<file path="src/rtl/ripple_alu_pkg.sv">
package ripple_alu_pkg;

    typedef enum logic [1:0] {
        SEL_AND  = 2'b00,
        SEL_OR   = 2'b01,
        SEL_SUM  = 2'b10,
        SEL_LESS = 2'b11
    } sel_e;

    typedef struct packed {
        logic a_inv;
        logic b_neg;
        sel_e sel;
    } ctrl_t;

    localparam logic [3:0] CODE_AND = 4'b0000;
    localparam logic [3:0] CODE_OR  = 4'b0001;
    localparam logic [3:0] CODE_ADD = 4'b0010;
    localparam logic [3:0] CODE_SUB = 4'b0110;
    localparam logic [3:0] CODE_SLT = 4'b0111;
    localparam logic [3:0] CODE_NOR = 4'b1100;

    function automatic ctrl_t decode_ctrl(input logic [3:0] code);
        return ctrl_t'(code);
    endfunction

    function automatic logic is_arith(input ctrl_t c);
        return c.sel == SEL_SUM;
    endfunction

endpackage

</file>
<file path="src/rtl/alu_bit_slice.sv">
module alu_bit_slice
    import ripple_alu_pkg::*;
#(
    parameter bit IS_MSB = 1'b0
) (
    input  logic a_i,
    input  logic b_i,
    input  logic ainv_i,
    input  logic bneg_i,
    input  logic carry_i,
    input  logic less_i,
    input  sel_e sel_i,
    output logic res_o,
    output logic carry_o,
    output logic set_o,
    output logic ovf_o
);
    logic a_eff;
    logic b_eff;
    logic sum;

    assign a_eff   = a_i ^ ainv_i;
    assign b_eff   = b_i ^ bneg_i;
    assign sum     = a_eff ^ b_eff ^ carry_i;
    assign carry_o = (a_eff & b_eff) | (carry_i & (a_eff ^ b_eff));

    always_comb begin
        unique case (sel_i)
            SEL_AND:  res_o = a_eff & b_eff;
            SEL_OR:   res_o = a_eff | b_eff;
            SEL_SUM:  res_o = sum;
            default:  res_o = less_i;
        endcase
    end

    generate
        if (IS_MSB) begin : g_msb
            // carry into the sign bit differing from carry out marks overflow
            assign ovf_o = carry_i ^ carry_o;
            // corrected sign of the difference for the signed compare
            assign set_o = sum ^ ovf_o;
        end else begin : g_body
            assign ovf_o = 1'b0;
            assign set_o = 1'b0;
        end
    endgenerate

endmodule

</file>
<file path="src/rtl/alu_zero_detect.sv">
module alu_zero_detect #(
    parameter int WIDTH = 32
) (
    input  logic [WIDTH-1:0] value_i,
    output logic             zero_o
);
    assign zero_o = ~|value_i;
endmodule

</file>
<file path="src/rtl/ripple_alu.sv">
module ripple_alu
    import ripple_alu_pkg::*;
#(
    parameter int WIDTH = 32
) (
    input  logic [WIDTH-1:0] a_i,
    input  logic [WIDTH-1:0] b_i,
    input  logic [3:0]       ctrl_i,
    output logic [WIDTH-1:0] result_o,
    output logic             zero_o,
    output logic             overflow_o
);
    localparam int MSB = WIDTH - 1;

    ctrl_t ctl;
    logic  msb_set;
    logic  msb_ovf;

    assign ctl = decode_ctrl(ctrl_i);

    generate
        for (genvar i = 0; i < WIDTH; i++) begin : g_bit
            logic cin_w;
            logic cout_w;
            logic less_w;
            logic set_w;
            logic ovf_w;
            logic res_w;

            if (i == 0) begin : g_first
                assign cin_w  = ctl.b_neg;
                assign less_w = msb_set;
            end else begin : g_next
                assign cin_w  = g_bit[i-1].cout_w;
                assign less_w = 1'b0;
            end

            alu_bit_slice #(
                .IS_MSB (i == MSB)
            ) u_slice (
                .a_i     (a_i[i]),
                .b_i     (b_i[i]),
                .ainv_i  (ctl.a_inv),
                .bneg_i  (ctl.b_neg),
                .carry_i (cin_w),
                .less_i  (less_w),
                .sel_i   (ctl.sel),
                .res_o   (res_w),
                .carry_o (cout_w),
                .set_o   (set_w),
                .ovf_o   (ovf_w)
            );

            assign result_o[i] = res_w;

            if (i == MSB) begin : g_top
                assign msb_set = set_w;
                assign msb_ovf = ovf_w;
            end
        end
    endgenerate

    assign overflow_o = msb_ovf & is_arith(ctl);

    alu_zero_detect #(
        .WIDTH (WIDTH)
    ) u_zero (
        .value_i (result_o),
        .zero_o  (zero_o)
    );

    always_comb begin
        if (ctrl_i == CODE_ADD) begin
            assert_add_sum_R4: assert (result_o == a_i + b_i)
                else $error("ripple sum differs from a+b");
            if (a_i[MSB] != b_i[MSB])
                assert_opposite_add_R8: assert (!overflow_o)
                    else $error("overflow on opposite-sign add");
        end
        if (ctrl_i == CODE_SUB && a_i == b_i)
            assert_equal_sub_zero_R7: assert (zero_o)
                else $error("equal subtract did not flag zero");
        if (ctrl_i == CODE_SLT)
            assert_slt_upper_R6: assert (result_o[MSB:1] == '0)
                else $error("compare result has upper bits set");
        if (ctrl_i == CODE_AND || ctrl_i == CODE_OR || ctrl_i == CODE_NOR || ctrl_i == CODE_SLT)
            assert_no_overflow_R10: assert (!overflow_o)
                else $error("overflow on non-arith op");
    end

endmodule

</file>
<file path="config.mk">
export PLATFORM = sky130hd
export DESIGN_NAME = ripple_alu
export DESIGN_NICKNAME = d
export VERILOG_FILES = /design/src/rtl/ripple_alu_pkg.sv /design/src/rtl/alu_bit_slice.sv /design/src/rtl/alu_zero_detect.sv /design/src/rtl/ripple_alu.sv
export SDC_FILE = /design/constraint.sdc
export NUM_CORES = 1
export LEC_CHECK = 0
export ABC_AREA = 1
export BUFFER_PORTS_ARGS = -buffer_cell sky130_fd_sc_hd__buf_2
export CAP_MARGIN = 20
export CORE_MARGIN = 2
export CORE_UTILIZATION = 60
export DETAILED_ROUTE_END_ITERATION = 8
export PLACE_DENSITY = 0.93
export SYNTH_ARGS = -nofsm -noshare
export SYNTH_HDL_FRONTEND = slang
export SYNTH_HIERARCHICAL = 1
export SYNTH_SLANG_ARGS = --single-unit
export TNS_END_PERCENT = 100
</file>
<file path="constraint.sdc">
create_clock -name vclk -period 28.3
set_input_delay 1.415 -clock vclk [all_inputs]
set_output_delay 1.415 -clock vclk [all_outputs]
set_load 0.005 [all_outputs]
</file>
After elaboration in Yosys (flattened, before gate mapping)

Cells that the tools add are included.

Bits in registers: 0
Input bits: 68
Output and inout port bits: 34

Muxes and demuxes: 32
Eq/ne operators: 2
Bitwise gates (word level): 259
Reductions and logical operators: 3

Operators by type and width:

| cell                 | number |
|---|---|
| $xor A1 B1 Y1        | 130 |
| $pmux W1 S3          | 32 |
| $and A1 B1 Y1        | 65 |
| $or A1 B1 Y1         | 64 |
| $reduce_or A32 Y1    | 1 |
| $eq A2 B1 Y1 const B | 1 |
| $eq A2 B2 Y1 const B | 1 |
| $logic_not A2 Y1     | 1 |
| $logic_not A1 Y1     | 1 |

Depth between registers and ports, before layout

Depth in word-level cells: 71
Depth in mapped cells: 44
Depth with buffers taken out: 44

Hierarchy

The synthesis kept the hierarchy.

By module, submodules not included:

| module                                | instances | cells an instance | area an instance (µm²) | seq. area each (µm²) |
|---|---|---|---|---|
| alu_bit_slice at g_bit[0].u_slice ... | 31        | 22                | 136.4                  | 0.0 |
| ripple_alu                            | 1         | 35                | 254.0                  | 0.0 |
| alu_bit_slice at g_bit[31].u_slice    | 1         | 21                | 146.4                  | 0.0 |
| alu_zero_detect                       | 1         | 31                | 116.4                  | 0.0 |

Least setup slack after synthesis

No wires, ideal clock.

Path type: input -> output
Start: input ctrl_i[2]
End: output zero_o
Path buffers: 0
Arrival time: 16.607 ns
Required time: 26.885 ns
Stages on the path: 43
Path slack: 10.278 ns
Path through: xnor2_1 -> inv_1 -> fa_1 -> fa_1 -> fa_1 -> fa_1 -> fa_1 -> fa_1 -> fa_1 -> fa_1 -> fa_1 -> fa_1 -> fa_1 -> fa_1 -> fa_1 -> fa_1 -> fa_1 -> fa_1 -> [... 7 more ...] -> fa_1 -> fa_1 -> fa_1 -> fa_1 -> fa_1 -> fa_1 -> fa_1 -> fa_1 -> inv_1 -> fa_1 -> nand2_1 -> nand3_1 -> nand2_1 -> nor2_1 -> nand2_1 -> nor2_1 -> nand2_1 -> nor2_1

Elaborated cells between the ends (all ways): 260
Those cells by class: mux (32); bitwise (226); reduce/logical (2)

RTL lines:

| element                    | RTL line             | source |
|---|---|---|
| start: declaration         | ripple_alu.sv:8      | `input logic [3:0] ctrl_i,` |
| $xor A1 B1 Y1              | alu_bit_slice.sv:23  | `assign b_eff = b_i ^ bneg_i;` |
| $xor A1 B1 Y1              | alu_bit_slice.sv:25  | `assign carry_o = (a_eff & b_eff) \| (carry_i & (a_eff ^ b_eff));` |
| $and A1 B1 Y1              | alu_bit_slice.sv:25  |  |
| $or A1 B1 Y1 (*)           | alu_bit_slice.sv:25  |  |
| named net g_bit[0].cout_w  | ripple_alu.sv:24     | `logic cout_w;` |
| $and A1 B1 Y1 (*)          | alu_bit_slice.sv:25  |  |
| $or A1 B1 Y1 (*)           | alu_bit_slice.sv:25  |  |
| named net g_bit[1].cout_w  | ripple_alu.sv:24     |  |
| [... 2 more ...]           | -                    |  |
| named net g_bit[2].cout_w  | ripple_alu.sv:24     |  |
| [... 2 more ...]           | -                    |  |
| named net g_bit[3].cout_w  | ripple_alu.sv:24     |  |
| [... 2 more ...]           | -                    |  |
| named net g_bit[4].cout_w  | ripple_alu.sv:24     |  |
| [... 2 more ...]           | -                    |  |
| named net g_bit[5].cout_w  | ripple_alu.sv:24     |  |
| [... 2 more ...]           | -                    |  |
| named net g_bit[6].cout_w  | ripple_alu.sv:24     |  |
| [... 2 more ...]           | -                    |  |
| named net g_bit[7].cout_w  | ripple_alu.sv:24     |  |
| [... 2 more ...]           | -                    |  |
| named net g_bit[8].cout_w  | ripple_alu.sv:24     |  |
| [... 2 more ...]           | -                    |  |
| named net g_bit[10].cin_w  | ripple_alu.sv:23     | `logic cin_w;` |
| [... 2 more ...]           | -                    |  |
| named net g_bit[10].cout_w | ripple_alu.sv:24     |  |
| [... 2 more ...]           | -                    |  |
| named net g_bit[11].cout_w | ripple_alu.sv:24     |  |
| [... 2 more ...]           | -                    |  |
| named net g_bit[12].cout_w | ripple_alu.sv:24     |  |
| [... 2 more ...]           | -                    |  |
| named net g_bit[13].cout_w | ripple_alu.sv:24     |  |
| [... 2 more ...]           | -                    |  |
| named net g_bit[14].cout_w | ripple_alu.sv:24     |  |
| [... 2 more ...]           | -                    |  |
| named net g_bit[15].cout_w | ripple_alu.sv:24     |  |
| [... 2 more ...]           | -                    |  |
| named net g_bit[16].cout_w | ripple_alu.sv:24     |  |
| [... 2 more ...]           | -                    |  |
| named net g_bit[17].cout_w | ripple_alu.sv:24     |  |
| [... 2 more ...]           | -                    |  |
| named net g_bit[18].cout_w | ripple_alu.sv:24     |  |
| [... 2 more ...]           | -                    |  |
| named net g_bit[19].cout_w | ripple_alu.sv:24     |  |
| [... 2 more ...]           | -                    |  |
| named net g_bit[20].cout_w | ripple_alu.sv:24     |  |
| [... 2 more ...]           | -                    |  |
| named net g_bit[21].cout_w | ripple_alu.sv:24     |  |
| [... 2 more ...]           | -                    |  |
| named net g_bit[22].cout_w | ripple_alu.sv:24     |  |
| [... 2 more ...]           | -                    |  |
| named net g_bit[23].cout_w | ripple_alu.sv:24     |  |
| [... 2 more ...]           | -                    |  |
| named net g_bit[24].cout_w | ripple_alu.sv:24     |  |
| [... 2 more ...]           | -                    |  |
| named net g_bit[25].cout_w | ripple_alu.sv:24     |  |
| [... 2 more ...]           | -                    |  |
| named net g_bit[26].cout_w | ripple_alu.sv:24     |  |
| [... 2 more ...]           | -                    |  |
| named net g_bit[27].cout_w | ripple_alu.sv:24     |  |
| [... 2 more ...]           | -                    |  |
| named net g_bit[28].cout_w | ripple_alu.sv:24     |  |
| [... 2 more ...]           | -                    |  |
| named net g_bit[29].cout_w | ripple_alu.sv:24     |  |
| $and A1 B1 Y1 (*)          | alu_bit_slice.sv:25  |  |
| $or A1 B1 Y1 (*)           | alu_bit_slice.sv:25  |  |
| named net g_bit[30].cout_w | ripple_alu.sv:24     |  |
| $xor A1 B1 Y1 (*)          | alu_bit_slice.sv:24  | `assign sum = a_eff ^ b_eff ^ carry_i;` |
| $pmux W1 S3 (*)            | alu_bit_slice.sv:28  | `unique case (sel_i)` |
| named net g_bit[31].res_w  | ripple_alu.sv:28     | `logic res_w;` |
| $reduce_or A32 Y1 (*)      | alu_zero_detect.sv:7 | `assign zero_o = ~\|value_i;` |
| $logic_not A1 Y1 (*)       | alu_zero_detect.sv:7 |  |
| end: declaration           | ripple_alu.sv:10     | `output logic zero_o,` |

Mark *: on every way through the listed nets, which the timed path passes. The rest lies on a longest branch.

Worst setup path in the final report

Start: input ctrl_i[2]
End: output zero_o

Longest elaborated chain between the ends: 71
Elaborated cells between the ends (all ways): 260
Those cells by class: mux (32); bitwise (226); reduce/logical (2)

RTL lines:

| element                    | RTL line             | source |
|---|---|---|
| $xor A1 B1 Y1              | alu_bit_slice.sv:23  |  |
| $xor A1 B1 Y1              | alu_bit_slice.sv:25  |  |
| $and A1 B1 Y1              | alu_bit_slice.sv:25  |  |
| $or A1 B1 Y1 (*)           | alu_bit_slice.sv:25  |  |
| named net g_bit[0].cout_w  | ripple_alu.sv:24     |  |
| $and A1 B1 Y1 (*)          | alu_bit_slice.sv:25  |  |
| $or A1 B1 Y1 (*)           | alu_bit_slice.sv:25  |  |
| named net g_bit[1].cout_w  | ripple_alu.sv:24     |  |
| [... 2 more ...]           | -                    |  |
| named net g_bit[2].cout_w  | ripple_alu.sv:24     |  |
| [... 2 more ...]           | -                    |  |
| named net g_bit[3].cout_w  | ripple_alu.sv:24     |  |
| [... 2 more ...]           | -                    |  |
| named net g_bit[4].cout_w  | ripple_alu.sv:24     |  |
| [... 2 more ...]           | -                    |  |
| named net g_bit[5].cout_w  | ripple_alu.sv:24     |  |
| [... 2 more ...]           | -                    |  |
| named net g_bit[6].cout_w  | ripple_alu.sv:24     |  |
| [... 2 more ...]           | -                    |  |
| named net g_bit[7].cout_w  | ripple_alu.sv:24     |  |
| [... 2 more ...]           | -                    |  |
| named net g_bit[8].cout_w  | ripple_alu.sv:24     |  |
| [... 2 more ...]           | -                    |  |
| named net g_bit[10].cin_w  | ripple_alu.sv:23     |  |
| [... 2 more ...]           | -                    |  |
| named net g_bit[10].cout_w | ripple_alu.sv:24     |  |
| [... 2 more ...]           | -                    |  |
| named net g_bit[11].cout_w | ripple_alu.sv:24     |  |
| [... 2 more ...]           | -                    |  |
| named net g_bit[12].cout_w | ripple_alu.sv:24     |  |
| [... 2 more ...]           | -                    |  |
| named net g_bit[13].cout_w | ripple_alu.sv:24     |  |
| [... 2 more ...]           | -                    |  |
| named net g_bit[14].cout_w | ripple_alu.sv:24     |  |
| [... 2 more ...]           | -                    |  |
| named net g_bit[15].cout_w | ripple_alu.sv:24     |  |
| [... 2 more ...]           | -                    |  |
| named net g_bit[16].cout_w | ripple_alu.sv:24     |  |
| [... 2 more ...]           | -                    |  |
| named net g_bit[17].cout_w | ripple_alu.sv:24     |  |
| [... 2 more ...]           | -                    |  |
| named net g_bit[18].cout_w | ripple_alu.sv:24     |  |
| [... 2 more ...]           | -                    |  |
| named net g_bit[19].cout_w | ripple_alu.sv:24     |  |
| [... 2 more ...]           | -                    |  |
| named net g_bit[20].cout_w | ripple_alu.sv:24     |  |
| [... 2 more ...]           | -                    |  |
| named net g_bit[21].cout_w | ripple_alu.sv:24     |  |
| [... 2 more ...]           | -                    |  |
| named net g_bit[22].cout_w | ripple_alu.sv:24     |  |
| [... 2 more ...]           | -                    |  |
| named net g_bit[23].cout_w | ripple_alu.sv:24     |  |
| [... 2 more ...]           | -                    |  |
| named net g_bit[24].cout_w | ripple_alu.sv:24     |  |
| [... 2 more ...]           | -                    |  |
| named net g_bit[25].cout_w | ripple_alu.sv:24     |  |
| [... 2 more ...]           | -                    |  |
| named net g_bit[26].cout_w | ripple_alu.sv:24     |  |
| [... 2 more ...]           | -                    |  |
| named net g_bit[27].cout_w | ripple_alu.sv:24     |  |
| [... 2 more ...]           | -                    |  |
| named net g_bit[28].cout_w | ripple_alu.sv:24     |  |
| [... 2 more ...]           | -                    |  |
| named net g_bit[29].cout_w | ripple_alu.sv:24     |  |
| [... 2 more ...]           | -                    |  |
| named net g_bit[30].cout_w | ripple_alu.sv:24     |  |
| $and A1 B1 Y1              | alu_bit_slice.sv:25  |  |
| $or A1 B1 Y1               | alu_bit_slice.sv:25  |  |
| $xor A1 B1 Y1              | alu_bit_slice.sv:39  | `assign ovf_o = carry_i ^ carry_o;` |
| $xor A1 B1 Y1              | alu_bit_slice.sv:41  | `assign set_o = sum ^ ovf_o;` |
| $pmux W1 S3                | alu_bit_slice.sv:28  |  |
| $reduce_or A32 Y1 (*)      | alu_zero_detect.sv:7 |  |
| $logic_not A1 Y1 (*)       | alu_zero_detect.sv:7 |  |

Marks and branches as above.

==> metrics.csv <==
stage;metric;value;unit
grt;first-pass GRT wire length;14.3;mm
sta;RSZ-0062 raised after global routing;false;
sta;final hold violations;0;
clocking;hold buffers post-CTS;0;
sta;Slew HR;39.5;%
placement;RePlAce Congestion;0.834;
floorplan;# IOs;102;
layout;Nets;947;
placement;DP Area;0.00467;mm2
routing;Initial DRC Count;137;
sta;Final Hold Slack;3400;ps
synthesis;synthesized area per cell;6.16;um2
min_path;Worst Hold Path EP;result_o[15];
placement;Port-buffer cells;102;
min_path;Worst Hold Launch;ctrl_i[1];
setup_path;CP startpoint kind;input pin;
routing;antenna viol nets, final;0;
routing;Avg WL per Cell;9.88;um
pwr;Power Dens Cells;22.0;mW/mm2
floorplan;Die H;87.3;um
setup_path;CP Capture Type;primary output;
placement;hpwl dp;6.95;mm
sta;Final setup violation count;0;
layout;sequential cells;0;
setup_path;CP most frequent cell;fa_1;
clocking;Post CTS Setup Buffer Count;0;
sta;Final period util;68.3;%
floorplan;cell row count;30;
min_path;Worst Hold Depth;4;
floorplan;die area;0.00762;mm2
synthesis;synth warn;6;
setup_path;Crit Path Max Fanout;33;
layout;Finished Cell Area;0.00469;mm2
routing;Routed WL;8.50;mm
flow_run;Max Cap Violations;0;
routing;Via Count;3814;
synthesis;Post-Syn Area;0.00416;mm2
floorplan;die width;87.3;um
floorplan;Initial Util;61.6;%
grt;initial antenna violation count;0;
grt;gr ovfl total;0;
layout;area grow syn2layout;12.6;%
layout;ant diodes;0;
layout;CLK BUF;0;
sta;setup_tns;0;ps
sta;Slew Limit Fails;0;
setup_path;CP max stage delay;520;ps
clocking;CTS resizes;0;
outcome;outcome;completed;
layout;layout cells sized above 1;13.7;%
layout;Register Area;0;um2
synthesis;Mapped Cells;676;
setup_path;Worst Path Arrival;17920;ps
layout;Fill cells;570;
pwr;P_leak;0.00302;uW
sta;Highest Clock Rate;51.7;MHz
grt;vias in the first global route;3678;
sta;crit path time final;19330;ps
routing;DRC viols;0;
pwr;maximum VDD drop;0.0132;mV
min_path;HP Class;in -> out;
layout;final core occ;69.4;%
routing;First-pass DRT Iterations;4;
setup_path;Setup CP Type;in -> out;
setup_path;Worst Path Required;26890;ps
routing;Via density;4.43;
sta;Worst Tran Pin Value;907;ps
grt;largest net degree at the start of global routing;98;
setup_path;slowest CP cell;fa_1;
floorplan;CORE AREA;0.00676;mm2
grt;GRT Total Usage;22.2;%
-- final cells by class --
type	instances	area [um2]	area share, %
inverters	224	841	17.9
well taps	80	100	2.14
multi-input cells	450	3190	68.1
repair buffers	106	553	11.8
-- metal layers --
layer	vias to the layer above	GRT usage (%)	share of wire (%)
li1	2019	-	-
met1	1692	25.2	42
met4	0	5.17	2.1
met2	85	45.0	52
met3	18	0.758	3.7
met5	-	0	0
-- stage by stage --
stage          worst slack, ps  instances  total power (uW)
2_1_floorplan            10280        706              79.8
3_3_place_gp              9080        859              96.7
3_5_place_dp              8860        859               103
4_1_cts                   8780        859               104
5_1_grt                   8250        860               121
6_report                  8970        860               103
-- report_power, final --
group / switching, uW / total [uW] / internal [uW]
sequential: 0 / 0 / 0
clock: 0 / 0 / 0
combinational: 60.8 / 103 / 42.3
total: 60.8 / 103 / 42.3
-- layout by cell type (no fill, tap or decap), drive strengths merged --
cell type / count
conb: 31
nand3: 64
xnor2: 32
inv: 224
fa: 33
buf: 106
nand2: 171
ha: 64
nor2: 22
xor2: 33
-- how the worst max path moves through the flow --
stage / slack (ps) / from / cells after the start / endpoint
after floorplan: 10280 / ctrl_i[2] / 43 / zero_o
after global placement: 9080 / ctrl_i[2] / 46 / zero_o
after detailed placement: 8860 / ctrl_i[2] / 46 / zero_o
after CTS: 8780 / ctrl_i[2] / 46 / zero_o
after global routing: 8250 / ctrl_i[2] / 46 / zero_o
final: 8970 / ctrl_i[2] / 46 / zero_o
-- critical path: cells and delay by family --
| family | cells | cell delay (ps) |
|---|---|---|
| XOR/XNOR | 1 | 220 |
| adder cells (fa/ha/maj) | 32 | 14630 |
| AND/OR/NAND/NOR | 8 | 690 |
| buffers and inverters | 5 | 890 |
Power figures use the tool's default switching activity.
